==> src/rtl/wcb_pkg.sv <==
package wcb_pkg;
  typedef enum logic {
    WCB_IDLE  = 1'b0,
    WCB_DRAIN = 1'b1
  } wcb_state_e;
endpackage

==> src/rtl/wcb_line_store.sv <==
// Byte-granular line storage: one valid flag and one data byte per lane.
module wcb_line_store #(
  parameter int LINE_BYTES  = 32,
  parameter int CHUNK_BYTES = 8
) (
  input  logic                        clk,
  input  logic                        rst,
  input  logic                        wr_en,
  input  logic [$clog2(LINE_BYTES/CHUNK_BYTES)-1:0] wr_chunk,
  input  logic [CHUNK_BYTES*8-1:0]    wr_data,
  input  logic [CHUNK_BYTES-1:0]      wr_be,
  input  logic                        clr_all,
  input  logic                        clr_en,
  input  logic [$clog2(LINE_BYTES/CHUNK_BYTES)-1:0] clr_chunk,
  output logic [LINE_BYTES*8-1:0]     line_data,
  output logic [LINE_BYTES-1:0]       line_vld
);
  localparam int N_CHUNKS = LINE_BYTES / CHUNK_BYTES;
  localparam int CIDX_W   = $clog2(N_CHUNKS);

  for (genvar b = 0; b < LINE_BYTES; b++) begin : g_lane
    localparam int                LANE_CHUNK = b / CHUNK_BYTES;
    localparam int                LANE_OFF   = b % CHUNK_BYTES;
    localparam logic [CIDX_W-1:0] LANE_IDX   = CIDX_W'(LANE_CHUNK);

    logic hit_wr;
    logic hit_clr;
    assign hit_wr  = wr_en && (wr_chunk == LANE_IDX) && wr_be[LANE_OFF];
    assign hit_clr = clr_all || (clr_en && (clr_chunk == LANE_IDX));

    always_ff @(posedge clk) begin
      if (rst) begin
        line_vld[b] <= 1'b0;
      end else if (hit_clr) begin
        line_vld[b] <= 1'b0;
      end else if (hit_wr) begin
        line_vld[b] <= 1'b1;
      end
    end

    // Data lanes carry no reset so they map onto plain enabled storage.
    always_ff @(posedge clk) begin
      if (hit_wr) begin
        line_data[b*8 +: 8] <= wr_data[LANE_OFF*8 +: 8];
      end
    end
  end
endmodule

==> src/rtl/wcb_chunk_pick.sv <==
// Finds occupied chunks, the lowest occupied chunk and full/empty status.
module wcb_chunk_pick #(
  parameter int LINE_BYTES  = 32,
  parameter int CHUNK_BYTES = 8
) (
  input  logic [LINE_BYTES*8-1:0]                   line_data,
  input  logic [LINE_BYTES-1:0]                     line_vld,
  output logic [LINE_BYTES/CHUNK_BYTES-1:0]         chunk_any,
  output logic [$clog2(LINE_BYTES/CHUNK_BYTES)-1:0] sel_idx,
  output logic [CHUNK_BYTES*8-1:0]                  sel_data,
  output logic [CHUNK_BYTES-1:0]                    sel_be,
  output logic                                      line_full,
  output logic                                      line_empty
);
  localparam int N_CHUNKS = LINE_BYTES / CHUNK_BYTES;
  localparam int CIDX_W   = $clog2(N_CHUNKS);
  localparam int CHUNK_W  = CHUNK_BYTES * 8;

  for (genvar c = 0; c < N_CHUNKS; c++) begin : g_chunk
    assign chunk_any[c] = |line_vld[c*CHUNK_BYTES +: CHUNK_BYTES];
  end

  always_comb begin
    sel_idx = '0;
    for (int i = N_CHUNKS - 1; i >= 0; i--) begin
      if (chunk_any[i]) sel_idx = CIDX_W'(i);
    end
  end

  assign sel_data   = line_data[int'(sel_idx)*CHUNK_W +: CHUNK_W];
  assign sel_be     = line_vld[int'(sel_idx)*CHUNK_BYTES +: CHUNK_BYTES];
  assign line_full  = &line_vld;
  assign line_empty = ~|line_vld;
endmodule

==> src/rtl/wcb_idle_timer.sv <==
// Counts quiet cycles; expire is high on the last counted cycle.
module wcb_idle_timer #(
  parameter int IDLE_LIMIT = 64
) (
  input  logic clk,
  input  logic rst,
  input  logic clear,
  input  logic run,
  output logic expire
);
  localparam int CNT_W = (IDLE_LIMIT > 1) ? $clog2(IDLE_LIMIT) : 1;

  logic [CNT_W-1:0] cnt;

  assign expire = run && (cnt == CNT_W'(IDLE_LIMIT - 1));

  always_ff @(posedge clk) begin
    if (rst || clear) begin
      cnt <= '0;
    end else if (run) begin
      cnt <= expire ? '0 : cnt + 1'b1;
    end
  end
endmodule

==> src/rtl/wcb_top.sv <==
module wcb_top
  import wcb_pkg::*;
#(
  parameter int ADDR_W      = 32,
  parameter int LINE_BYTES  = 32,
  parameter int CHUNK_BYTES = 8,
  parameter int IDLE_LIMIT  = 64
) (
  input  logic                     clk,
  input  logic                     rst,
  input  logic                     st_valid,
  output logic                     st_ready,
  input  logic [ADDR_W-1:0]        st_addr,
  input  logic [CHUNK_BYTES*8-1:0] st_data,
  input  logic [CHUNK_BYTES-1:0]   st_be,
  input  logic                     flush_req,
  output logic                     flush_done,
  output logic                     bus_valid,
  input  logic                     bus_ready,
  output logic [ADDR_W-1:0]        bus_addr,
  output logic [LINE_BYTES*8-1:0]  bus_data,
  output logic [LINE_BYTES-1:0]    bus_be,
  output logic                     bus_burst
);
  localparam int LINE_W    = LINE_BYTES * 8;
  localparam int N_CHUNKS  = LINE_BYTES / CHUNK_BYTES;
  localparam int OFF_W     = $clog2(LINE_BYTES);
  localparam int CHUNK_OFF = $clog2(CHUNK_BYTES);
  localparam int CIDX_W    = $clog2(N_CHUNKS);
  localparam int REG_W     = ADDR_W - OFF_W;

  wcb_state_e          state_q;
  logic [REG_W-1:0]    region_q;
  logic                fl_pend_q;
  logic                done_q;

  logic [REG_W-1:0]    st_region;
  logic [CIDX_W-1:0]   st_chunk;
  logic                unused_addr_lsb;
  logic                is_idle, region_hit, miss, flush_live, flush_take, accept;
  logic [LINE_BYTES-1:0] wr_mask;
  logic                full_next;

  logic [LINE_W-1:0]     line_data;
  logic [LINE_BYTES-1:0] line_vld;
  logic [N_CHUNKS-1:0]   chunk_any, chunk_rest;
  logic [CIDX_W-1:0]     sel_idx;
  logic [CHUNK_BYTES*8-1:0] sel_data;
  logic [CHUNK_BYTES-1:0]   sel_be;
  logic                line_full, line_empty;
  logic                bus_take, drain_last, timer_run, timer_expire;

  assign st_region       = st_addr[ADDR_W-1:OFF_W];
  assign st_chunk        = st_addr[OFF_W-1:CHUNK_OFF];
  assign unused_addr_lsb = ^st_addr[CHUNK_OFF-1:0];

  assign is_idle    = (state_q == WCB_IDLE);
  assign region_hit = (st_region == region_q);
  assign miss       = is_idle && st_valid && !line_empty && !region_hit;
  assign flush_live = flush_req && !done_q;
  assign flush_take = is_idle && flush_live;
  assign st_ready   = is_idle && !flush_live && !miss;
  assign accept     = st_valid && st_ready;

  assign wr_mask   = LINE_BYTES'(st_be) << {st_chunk, CHUNK_OFF'(0)};
  assign full_next = &(line_vld | wr_mask);

  wcb_line_store #(
    .LINE_BYTES (LINE_BYTES),
    .CHUNK_BYTES(CHUNK_BYTES)
  ) store_i (
    .clk      (clk),
    .rst      (rst),
    .wr_en    (accept),
    .wr_chunk (st_chunk),
    .wr_data  (st_data),
    .wr_be    (st_be),
    .clr_all  (bus_take && line_full),
    .clr_en   (bus_take),
    .clr_chunk(sel_idx),
    .line_data(line_data),
    .line_vld (line_vld)
  );

  wcb_chunk_pick #(
    .LINE_BYTES (LINE_BYTES),
    .CHUNK_BYTES(CHUNK_BYTES)
  ) pick_i (
    .line_data (line_data),
    .line_vld  (line_vld),
    .chunk_any (chunk_any),
    .sel_idx   (sel_idx),
    .sel_data  (sel_data),
    .sel_be    (sel_be),
    .line_full (line_full),
    .line_empty(line_empty)
  );

  assign timer_run = is_idle && !line_empty && !accept && !flush_take && !miss;

  wcb_idle_timer #(
    .IDLE_LIMIT(IDLE_LIMIT)
  ) timer_i (
    .clk   (clk),
    .rst   (rst),
    .clear (accept),
    .run   (timer_run),
    .expire(timer_expire)
  );

  // Bus side: every field is a function of registered state only.
  assign bus_valid  = !is_idle;
  assign bus_burst  = line_full;
  assign bus_addr   = line_full ? {region_q, OFF_W'(0)}
                                : {region_q, sel_idx, CHUNK_OFF'(0)};
  assign bus_data   = line_full ? line_data : LINE_W'(sel_data);
  assign bus_be     = line_full ? {LINE_BYTES{1'b1}} : LINE_BYTES'(sel_be);
  assign bus_take   = bus_valid && bus_ready;
  assign chunk_rest = chunk_any & ~(N_CHUNKS'(1) << sel_idx);
  assign drain_last = bus_take && (line_full || (chunk_rest == '0));
  assign flush_done = done_q;

  always_ff @(posedge clk) begin
    if (rst) begin
      state_q   <= WCB_IDLE;
      region_q  <= '0;
      fl_pend_q <= 1'b0;
      done_q    <= 1'b0;
    end else begin
      done_q <= 1'b0;
      unique case (state_q)
        WCB_IDLE: begin
          if (flush_take) begin
            if (line_empty) begin
              done_q <= 1'b1;
            end else begin
              state_q   <= WCB_DRAIN;
              fl_pend_q <= 1'b1;
            end
          end else if (miss) begin
            state_q <= WCB_DRAIN;
          end else if (accept) begin
            region_q <= st_region;
            if (full_next) state_q <= WCB_DRAIN;
          end else if (timer_expire) begin
            state_q <= WCB_DRAIN;
          end
        end
        WCB_DRAIN: begin
          if (drain_last) begin
            state_q   <= WCB_IDLE;
            done_q    <= fl_pend_q;
            fl_pend_q <= 1'b0;
          end
        end
        default: state_q <= WCB_IDLE;
      endcase
    end
  end
endmodule

==> config.mk <==
export PLATFORM = sky130hd
export DESIGN_NAME = wcb_top
export DESIGN_NICKNAME = d
export VERILOG_FILES = /design/src/rtl/wcb_pkg.sv /design/src/rtl/wcb_line_store.sv /design/src/rtl/wcb_chunk_pick.sv /design/src/rtl/wcb_idle_timer.sv /design/src/rtl/wcb_top.sv
export SDC_FILE = /design/constraint.sdc
export NUM_CORES = 1
export LEC_CHECK = 0
export BUFFER_PORTS_ARGS = -buffer_cell sky130_fd_sc_hd__buf_2
export CORE_ASPECT_RATIO = 1.4
export CORE_MARGIN = 2
export CORE_UTILIZATION = 45
export DETAILED_ROUTE_END_ITERATION = 7
export PLACE_DENSITY = 0.71
export SLEW_MARGIN = 20
export SYNTH_ARGS = -nofsm -noshare
export SYNTH_HDL_FRONTEND = slang
export SYNTH_SLANG_ARGS = --single-unit
==> constraint.sdc <==
create_clock -name clk -period 5.5 [get_ports clk]
set_input_delay 0 -clock clk [delete_from_list [all_inputs] [get_ports clk]]
set_output_delay 0 -clock clk [all_outputs]
set_load 0.01 [all_outputs]
== Yosys cells after proc, flatten, opt, wreduce, memory -nomap -nowiden ==
Cells that the tools add are included.

* Bits of input ports: 109
* Register bits: 324

* Mux-type cells: 24
* $add $sub $neg: 1
* Bitwise gates (word level): 6
* Shift operators: 4
* Reductions and logical operators: 84
* Eq/ne operators: 11

{| class="wikitable"
|+ Operator list
! kind !! count
|-
| 256-bit 2-to-1 mux || 1
|-
| 256-bit by 9-bit variable part select with 64-bit output || 1
|-
| 32-bit AND reduction || 2
|-
| 1-bit logical AND || 56
|-
| 32-bit 2-to-1 mux || 1
|-
| 32-bit OR || 1
|-
| 32-bit OR reduction || 1
|-
| 8-bit OR reduction || 4
|-
| 32-bit by 6-bit variable part select with 8-bit output || 1
|-
| 8-bit by 5-bit << shifter with 32-bit output || 1
|-
| 27-bit equality test || 1
|-
| 1-bit 2-to-1 mux || 13
|-
| 2-bit equality test, second input constant || 4
|-
| 2-bit 2-to-1 mux || 4
|-
| 2-bit OR reduction || 4
|-
| 6-bit by 1-bit adder with 6-bit output, second input constant || 1
|-
| 6-bit equality test, second input constant || 1
|-
| 1-bit logical NOT || 6
|-
| 1-bit logical OR || 6
|-
| 6-bit 2-to-1 mux || 1
|-
| 2-bit by 1-bit != test with 1-bit output, second input constant || 3
|-
| 1-bit case mux with 2 select lines || 3
|-
| 5-bit 2-to-1 mux || 1
|-
| 4-bit bitwise AND || 1
|-
| other kinds (8) || 12
|}

== Logic depth before layout (Yosys ltp) ==
Gate-level depths: netlist of the first run.

* Word-level depth: 17
* Depth in mapped cells: 9
* Depth with buffers taken out: 7

== Hierarchy ==
Synthesis of the first run repeated with hierarchy kept, for this count alone.

* Cells, all modules: 1,347
* Area total of the unflattened synthesis: 16,201.8 µm²

{| class="wikitable"
|+ Modules (own cells, without submodules)
! module !! area each (µm²) !! cells each !! instances
|-
| wcb_line_store || 9,370.2 || 419 || 1
|-
| wcb_top || 4,272.8 || 587 || 1
|-
| wcb_chunk_pick || 2,277.2 || 312 || 1
|-
| wcb_idle_timer || 281.5 || 29 || 1
|}

== Worst setup path before layout of the first run ==
No wires, ideal clock.

* Path kind: flip-flop to flip-flop
* From: reg store_i.line_vld[28]
* To: reg state_q (netlist: bus_valid)
* Path slack: 2.973 ns
* Cell stages (with the launch flop): 7
* Data arrival time: 2.409 ns
* Path buffers: 1
* Period minus slack after synthesis: 2.527 ns
* Path through: dfxtp_1 -> nand4_1 -> nor4_1 -> and2_0 -> clkbuf_1 -> o311ai_0 -> a32o_1

{| class="wikitable"
|+ RTL lines
! item !! RTL line !! text
|-
| start, declared || wcb_line_store.sv:16 || <nowiki>output logic [LINE_BYTES-1:0] line_vld</nowiki>
|-
| start signal, assigned by index || wcb_line_store.sv:33 || <nowiki>line_vld[b] <= 1'b0;</nowiki>
|-
| start signal, assigned by index || wcb_line_store.sv:35 || <nowiki>line_vld[b] <= 1'b0;</nowiki>
|-
| start signal, assigned by index || wcb_line_store.sv:37 || <nowiki>line_vld[b] <= 1'b1;</nowiki>
|-
| 32-bit AND reduction || wcb_chunk_pick.sv:32 || <nowiki>assign line_full = &line_vld;</nowiki>
|-
| net bus_burst || wcb_top.sv:23 || <nowiki>output logic bus_burst</nowiki>
|-
| 1-bit logical OR || wcb_top.sv:120 || <nowiki>assign drain_last = bus_take && (line_full || (chunk_rest == '0));</nowiki>
|-
| 1-bit logical AND || wcb_top.sv:120 ||
|-
| 1-bit 2-to-1 mux || wcb_top.sv:150 || <nowiki>if (drain_last) begin</nowiki>
|-
| 1-bit case mux with 2 select lines || wcb_top.sv:131 || <nowiki>unique case (state_q)</nowiki>
|-
| end signal, assigned || wcb_top.sv:125 || <nowiki>state_q <= WCB_IDLE;</nowiki>
|-
| end signal, assigned || wcb_top.sv:137 || <nowiki>state_q <= WCB_DRAIN;</nowiki>
|-
| end signal, assigned || wcb_top.sv:151 || <nowiki>state_q <= WCB_IDLE;</nowiki>
|-
| end, declared || wcb_top.sv:32 || <nowiki>wcb_state_e state_q;</nowiki>
|}

The timed path passes the listed nets, and every way through them passes these cells.
A chain may end at the register's enable or synchronous reset.

== Worst setup path in the final report of the first run ==
* From: reg store_i.line_vld[10]
* To: out bus_data[53]

* Longest elaborated chain between the ends: 5

{| class="wikitable"
|+ Ends and longest elaborated chain
! item !! RTL line !! text
|-
| 8-bit OR reduction || wcb_chunk_pick.sv:20 || <nowiki>assign chunk_any[c] = |line_vld[c*CHUNK_BYTES +: CHUNK_BYTES];</nowiki>
|-
| 2-bit 2-to-1 mux (2 in series) || wcb_chunk_pick.sv:26 || <nowiki>if (chunk_any[i]) sel_idx = CIDX_W'(i);</nowiki>
|-
| 256-bit by 9-bit variable part select with 64-bit output || wcb_chunk_pick.sv:30 || <nowiki>assign sel_data = line_data[int'(sel_idx)*CHUNK_W +: CHUNK_W];</nowiki>
|-
| 256-bit 2-to-1 mux * || wcb_top.sv:116 || <nowiki>assign bus_data = line_full ? line_data : LINE_W'(sel_data);</nowiki>
|-
| end, declared || wcb_top.sv:21 || <nowiki>output logic [LINE_BYTES*8-1:0] bus_data,</nowiki>
|}

Every way passes the cells marked *; elsewhere a longest branch is shown, timed or not.

==> out/metrics.yaml, run 1 <==
routing:
  route.final.wire_length_mm: 46.4
  first_pass_iters: 7
  avgRoutedWirePerCell_um: 22.2
  final_antenna_net_count: 0
  drt_iter0_drc: 1034
  viasPerCell: 5.83
  vias: 12200
  drc_errors: 0
cts:
  worst_skew_pair_latency_ns: 0.57
  clock_tree.buffer_depth: 3
  post-cts-setup-buffer-count: 0
  h-tree-depth: 1
  cts_tree: "yes"
  cts_buffers: 30
  root_buffer: "sky130_fd_sc_hd__clkbuf_16"
  cts.sinks: 324
  clk_transition_reported_paths_ns: 0.07
critical_path:
  reg2reg_slack_ns: 1.85
  setup.worst_path.end_class: "primary output"
  timing.critical_path.arrival_ns: 3.73
  critPathMaxFanout: 37
  startpoint_kind_of_the_worst_setup_timing_path: "flip-flop"
  worst_ep_required_time_ns: 5.50
  worst_setup_path_type: "reg -> out"
synthesis:
  ys_seq_elements: 324
  dominant_combinational_cell_family_by_area_after_synthesis: "simple AND/OR/NAND/NOR gates"
  synth_enable_flop_cells: 256
  syn_inst_count: 1208
  synth-compound-area-share_pct: 11.6
  synth.avg_cell_area_sq_um: 11.9
  adder_cell_share_of_the_synthesized_area_pct: 0.157
  synth.yosys.seq_area_share_pct: 63.0
  yosys_warnings: 0
  mappedNetlistArea_sq_mm: 0.0144
  synth-xor-area-share_pct: 1.83
  synth-main-ff-cell: "sky130_fd_sc_hd__edfxtp_1"
  yosys.cell_types.count: 48
  asyncSetResetFlopFracSynth_pct: 0
  synthMuxAreaShare_pct: 0.139
  post_synth_and_or_nand_nor_area_fraction_pct: 18.0
finish:
  layout_common_cells: "sky130_fd_sc_hd__buf_2 (426), sky130_fd_sc_hd__edfxtp_1 (256), sky130_fd_sc_hd__and3_1 (224), sky130_fd_sc_hd__nand2_1 (164), sky130_fd_sc_hd__dlygate4sd3_1 (127)"
  layout.filler_cells: 2531
  area_delta_synth_final_pct: 30.4
  layout.cells.most_common: "sky130_fd_sc_hd__buf_2"
  final_layout_size_suffix_gt1_share_pct: 30.4
  nets: 1787
  seqCellArea_sq_mm: 0.00905
  multi_input_comb_area_sq_mm: 0.00461
  n_antenna_cell: 0
  final_core_util_pct: 59.4
worst_hold_path:
  holdCritPathClass: "in -> reg"
floorplan:
  initial_utilization_pct: 45.6
  chipWidth_um: 155
  pin_count: 433
  core_region_area_sq_mm: 0.0315
  fp.dieArea_sq_mm: 0.0334
  num_rows: 77
  dieHeight_um: 215
sta:
  report.final.hold_viol_count: 0
  finalWorstPathRequiredPeriod_ns: 3.73
  layout_worst_path_cycle_share_pct: 67.8
  rsz0062_at_grt: "no"
  drv_slew: 0
  tightest_slew_ns: 1.10
  timing.max_slew.rel_slack_pct: 26.9
  total_neg_setup_slack_ns: 0
  fmaxAchievable_mhz: 268
  fin_worst_skew_ns: 0.0146
  setup_viol_count_final: 0
power_and_ir_drop:
  switching_power_w: 0.00231
  seqPwrFrac_pct: 40.5
  combinationalPowerShare_pct: 29.7
  internal_power_w: 0.00469
  vdd_ir_drop_max_mv: 0.351
  static-leakage-power_nw: 8.76
  power_frac_clock_pct: 29.8
  power.share.switching_pct: 33.0
  pwr_dens_mw_per_mm2: 374
placement:
  port_buffers: 426
  place.gp.congestion: 0.914
  place_hpwl_mm: 29.6
flow_run:
  max-cap-violations: 0
global_routing:
  global_route.overflow_total: 0
  grt_pass1_wl_mm: 68.9
  grt_start_max_net_pins: 125
  grt_pass1_vias: 12200
  antenna_found_initial: 2
  grt.total_usage_pct: 26.6
run_status:
  status: "finished clean"
[final timing paths]
check / to / startpoint / cells past startpoint
setup / recovery: bus_data[53] / store_i.line_vld[10]$_SDFFE_PP0P_ / 9
setup reg to reg: region_q[4]$_SDFFE_PP0P_ / region_q[1]$_SDFFE_PP0P_ / 9
hold / removal: timer_i.cnt[0]$_SDFFE_PP0P_ / st_valid / 5
hold reg to reg: timer_i.cnt[5]$_SDFFE_PP0P_ / timer_i.cnt[5]$_SDFFE_PP0P_ / 2
[synth_stat cells (all sizes together) (2+ instances only)]
master / count / area share (%)
xnor2: 27 / 1.6
o21ai: 30 / 1.1
mux2i: 2 / 0.14
a31oi: 26 / 1.3
nand4: 16 / 0.70
a21oi: 41 / 1.4
clkbuf: 87 / 2.3
o21a: 8 / 0.42
a32oi: 15 / 0.92
nor2: 52 / 1.4
nand2: 164 / 4.3
and3: 224 / 9.8
o21bai: 3 / 0.24
inv: 3 / 0.078
dfxtp: 68 / 9.5
a222oi: 64 / 4.5
xor2: 3 / 0.18
nand3: 4 / 0.14
nor4: 15 / 0.83
a21o: 15 / 0.78
edfxtp: 256 / 54
a211o: 8 / 0.49
buf: 50 / 2.9
nor3: 5 / 0.29
and2: 6 / 0.28
nor2b: 5 / 0.22
[critical path, cell delays in order, from the launching register on]
cell,delay [ns]
sky130_fd_sc_hd__dfxtp_1,0.38
sky130_fd_sc_hd__nor4_2,0.48
sky130_fd_sc_hd__nand4_1,0.15
sky130_fd_sc_hd__buf_4,0.23
sky130_fd_sc_hd__nor2_1,0.12
sky130_fd_sc_hd__and2_2,0.67
sky130_fd_sc_hd__buf_4,0.57
sky130_fd_sc_hd__a222oi_1,0.21
sky130_fd_sc_hd__nand2_1,0.14
sky130_fd_sc_hd__buf_2,0.15
[metal layers]
metal	track usage [%]	routed length [um]
met4	10.8	1760
met5	0	24
met3	4.19	3390
met1	31.0	17100
met2	48.4	24200
[registers in the layout (all words and copies together) (netlist names)]
name               cells
store_i.line_vld      32
region_q              27
fl_pend_q              1
flush_done             1
store_i.line_data    256
bus_valid              1
timer_i.cnt            6
[power groups by stage]
| stage | clock network (W) | registers (W) | logic, W |
|---|---|---|---|
| 5_1_grt | 0.00223 | 0.00284 | 0.00223 |
| 2_1_floorplan | 0 | 0.00287 | 0.00123 |
| 3_5_place_dp | 0 | 0.00288 | 0.00197 |
| 3_3_place_gp | 0 | 0.00288 | 0.00195 |
| 4_1_cts | 0.00212 | 0.00283 | 0.00207 |
| 6_report | 0.00209 | 0.00283 | 0.00208 |
[layout make-up]
class / count / share of cell area (%)
clock buffers: 40 / 4.37
flip-flops and latches: 324 / 48.3
multi-input cells: 746 / 24.6
well taps: 395 / 2.64
clock inverters: 15 / 0.929
repair buffers: 572 / 19.0
inverters: 3 / 0.0601
[stage by stage]
stage                     power, W  cells  area [sq um]  setup slack [ns]  hold WS [ns]
after floorplan            0.00410   1210         14400              2.97        0.0989
after global placement     0.00482   1912         16400              2.22         0.209
after detailed placement   0.00485   1913         16500              2.13         0.215
after CTS                  0.00702   2095         18700              1.75        0.0346
after global routing       0.00730   2095         18700              1.54        0.0924
final                      0.00700   2095         18700              1.77        0.0560
[logic make-up (layout without fill, tap and decap cells)]
kind of cell,after synthesis,after routing
AOI/OAI and AO/OA,217,217
xor gates and xnor gates,30,30
adders and majority gates,2,2
buffers and inverters,140,630
DFF,324,324
muxes,2,2
other,1,3
and+or+nand+nor,492,492
[repair_timing]
item / 4_1_cts / 5_1_grt
resized for setup: 0 / 0
endpoints found under the hold margin: 318 / 0
hold buffers: 127 / 0
Power figures use the tool's default switching activity.
==> run 2: changes to the inputs <==
- ABC_AREA: not set -> 1
- clock period: 5.5 -> 3.6 ns (I/O delays scaled with it)
==> run 2 against run 1 <==
  * Area after synthesis up 3.8%
  * Clock-buffer cell count down 7
  * Sequential share of layout area down 2.5 points
  * Critical endpoint is now bus_data[51]
==> out/metrics.yaml, run 2 <==
finish:
  final_layout_size_suffix_gt1_share_pct: 24.4
  layout.cells.most_common: "sky130_fd_sc_hd__buf_2"
  n_antenna_cell: 0
  seqCellArea_sq_mm: 0.00905
  final_core_util_pct: 60.8
  largest_regs: "store_i.line_data (256), store_i.line_vld (32), region_q (27)"
  layout_common_cells: "sky130_fd_sc_hd__buf_2 (426), sky130_fd_sc_hd__inv_1 (281), sky130_fd_sc_hd__edfxtp_1 (256), sky130_fd_sc_hd__nor2_1 (219), sky130_fd_sc_hd__nand2_1 (205)"
  max_reg_flops: 256
  area_delta_synth_final_pct: 32.5
  multi_input_comb_area_sq_mm: 0.00422
  max_flop_register: "store_i.line_data"
  layout.filler_cells: 2734
  nets: 2223
routing:
  avgRoutedWirePerCell_um: 18.5
  drc_errors: 0
  final_antenna_net_count: 0
  first_pass_iters: 5
  vias: 13600
  viasPerCell: 5.27
  route.final.wire_length_mm: 47.7
  drt_iter0_drc: 1019
synthesis:
  yosys_warnings: 0
  syn_inst_count: 1597
  synth_enable_flop_cells: 256
  mappedNetlistArea_sq_mm: 0.0149
  synth.yosys.seq_area_share_pct: 60.7
  synth_common_cells: "sky130_fd_sc_hd__inv_1 (283), sky130_fd_sc_hd__edfxtp_1 (256), sky130_fd_sc_hd__nor2_1 (219), sky130_fd_sc_hd__nand2_1 (208), sky130_fd_sc_hd__nand3_1 (121)"
  yosys.cell_types.count: 36
  yosys.cell_count.top_type: "sky130_fd_sc_hd__inv_1"
  synth-main-ff-cell: "sky130_fd_sc_hd__edfxtp_1"
  asyncSetResetFlopFracSynth_pct: 0
  synth_top_area_share_pct: 51.6
  ys_seq_elements: 324
  synth.avg_cell_area_sq_um: 9.33
  netlist.top_cell.by_area: "sky130_fd_sc_hd__edfxtp_1"
  synth_area_leaders: "sky130_fd_sc_hd__edfxtp_1 (52%), sky130_fd_sc_hd__dfxtp_1 (9.1%), sky130_fd_sc_hd__inv_1 (7.1%)"
cts:
  cts_buffers: 31
  cts.sinks: 324
  root_buffer: "sky130_fd_sc_hd__clkbuf_16"
  h-tree-depth: 1
  cts_tree: "yes"
  worst_skew_pair_latency_ns: 0.60
  post-cts-setup-buffer-count: 0
  post_cts_resize_count: 0
  clock_tree.buffer_depth: 3
  clk_transition_reported_paths_ns: 0.07
  hold_buffers: 147
floorplan:
  core_region_area_sq_mm: 0.0325
  num_rows: 78
  pin_count: 433
  dieHeight_um: 219
  initial_utilization_pct: 45.9
  fp.dieArea_sq_mm: 0.0346
  chipWidth_um: 158
sta:
  total_neg_setup_slack_ns: 0
  rsz0062_at_grt: "no"
  layout_worst_path_cycle_share_pct: 95.8
  drv_slew: 0
  tightest_slew_ns: 1.04
  finalWorstPathRequiredPeriod_ns: 3.45
  fin_worst_skew_ns: 0.0156
  post-route-worst-setup-slack_ns: 0.151
  fin_hold_ws_ns: 0.0398
  report.final.hold_viol_count: 0
  timing.max_slew.rel_slack_pct: 30.4
  fmaxAchievable_mhz: 290
  setup_viol_count_final: 0
critical_path:
  timing.critical_path.slowest_stage_cell: "sky130_fd_sc_hd__inv_2"
  setup.worst_path.end_class: "primary output"
  slowest_stage_delay_on_critical_path_ns: 0.76
  worst_setup_path_type: "reg -> out"
  startpoint_kind_of_the_worst_setup_timing_path: "flip-flop"
  crit_path_cell_trace: "inv_2 -> nand4_1 -> nor2_2 -> nor2_2 -> buf_4 -> inv_2 -> buf_4 -> o22ai_1 -> a31oi_1 -> nand2_1 -> buf_2"
  timing.critical_path.arrival_ns: 3.45
  worst_ep_required_time_ns: 3.60
  critPathMaxFanout: 42
global_routing:
  grt_pass1_wl_mm: 70.7
  grt_pass1_vias: 13400
  grt.total_usage_pct: 26.3
  global_route.overflow_total: 0
  antenna_found_initial: 0
  grt_start_max_net_pins: 74
placement:
  place.gp.congestion: 0.940
  place_hpwl_mm: 31.5
  port_buffers: 426
  placement.setup.worst_slack_ns: 0.666
flow_run:
  max-cap-violations: 0
power_and_ir_drop:
  power_w: 0.0111
  static-leakage-power_nw: 9.51
  pwr_dens_mw_per_mm2: 564
  vdd_ir_drop_max_mv: 0.370
worst_hold_path:
  holdCritPathClass: "in -> reg"
run_status:
  status: "finished clean"
-- run 2: cell count changes after synthesis, moves of 21 or more --
| cell | previous run | this run |
|---|---|---|
| sky130_fd_sc_hd__nand3_1 | 4 | 121 |
| sky130_fd_sc_hd__o21ai_1 | 29 | 3 |
| sky130_fd_sc_hd__a31oi_1 | 24 | 64 |
| sky130_fd_sc_hd__or2_1 | 0 | 25 |
| sky130_fd_sc_hd__nand2_1 | 164 | 208 |
| sky130_fd_sc_hd__and3_1 | 224 | 0 |
| sky130_fd_sc_hd__a21oi_1 | 41 | 73 |
| sky130_fd_sc_hd__o22ai_1 | 0 | 64 |
| sky130_fd_sc_hd__clkbuf_1 | 87 | 66 |
| sky130_fd_sc_hd__a222oi_1 | 64 | 0 |
| sky130_fd_sc_hd__nor2_1 | 49 | 219 |
| sky130_fd_sc_hd__inv_1 | 3 | 283 |
-- run 2: final cells by class --
type	instances	area share, %
sequential	324	45.8
multi-input combinational	869	21.4
timing repair buffer	592	19.0
inverter	295	5.61
clock buffer	33	3.97
tap	440	2.79
clock inverter	24	1.44
-- run 2: critical path, delay by kind of cell, from the launching register on --
kind,cells,cell delay (ns)
AO/OA/AOI/OAI,2,0.27
AND/OR/NAND/NOR,4,0.65
buffers and inverters,5,1.56
flip-flops,1,0.35
-- run 2: cells by family (layout without fill, tap and decap cells) --
logic type      count (synthesis)  after routing  share of synthesized area [%]
compound gates                229            229                           9.12
xor+xnor                       22             22                           1.29
fa+ha+maj                       1              1                         0.0839
buf+inv                       406            944                           11.2
flops                         324            324                           60.7
other cells                     1              3                         0.0252
simple gates                  614            614                           17.6
-- run 2: path summary, 6_finish.rpt --
kind,slack [ns],end,startpoint,cells after the start
min,0.04,store_i.line_vld[22]$_SDFFE_PP0P_,bus_ready,5
min reg2reg,0.47,timer_i.cnt[4]$_SDFFE_PP0P_,timer_i.cnt[4]$_SDFFE_PP0P_,2
max reg2reg,0.28,region_q[11]$_SDFFE_PP0P_,store_i.line_vld[4]$_SDFFE_PP0P_,12
max,0.15,bus_data[51],store_i.line_vld[23]$_SDFFE_PP0P_,11
-- run 2: power by group --
| part | internal (W) | switching (W) | leakage (nW) |
|---|---|---|---|
| combinational | 0.00119 | 0.00224 | 6.14 |
| sequential | 0.00420 | 0.0000894 | 2.86 |
| clock | 0.00195 | 0.00148 | 0.509 |
-- run 2: metal layers --
layer	track usage, %	part of all wire, %	vias to the layer above
met5	0	0	-
met4	12.6	4.6	0
met3	3.81	7.1	156
met2	47.8	52	690
met1	30.1	36	6463
li1	-	-	6279
-- run 2: metrics by stage --
stage,cell area [sq um],std cells
5_1_grt,19700,2577
4_1_cts,19700,2577
6_report,19700,2577
3_3_place_gp,17200,2373
2_1_floorplan,14900,1599
3_5_place_dp,17200,2373
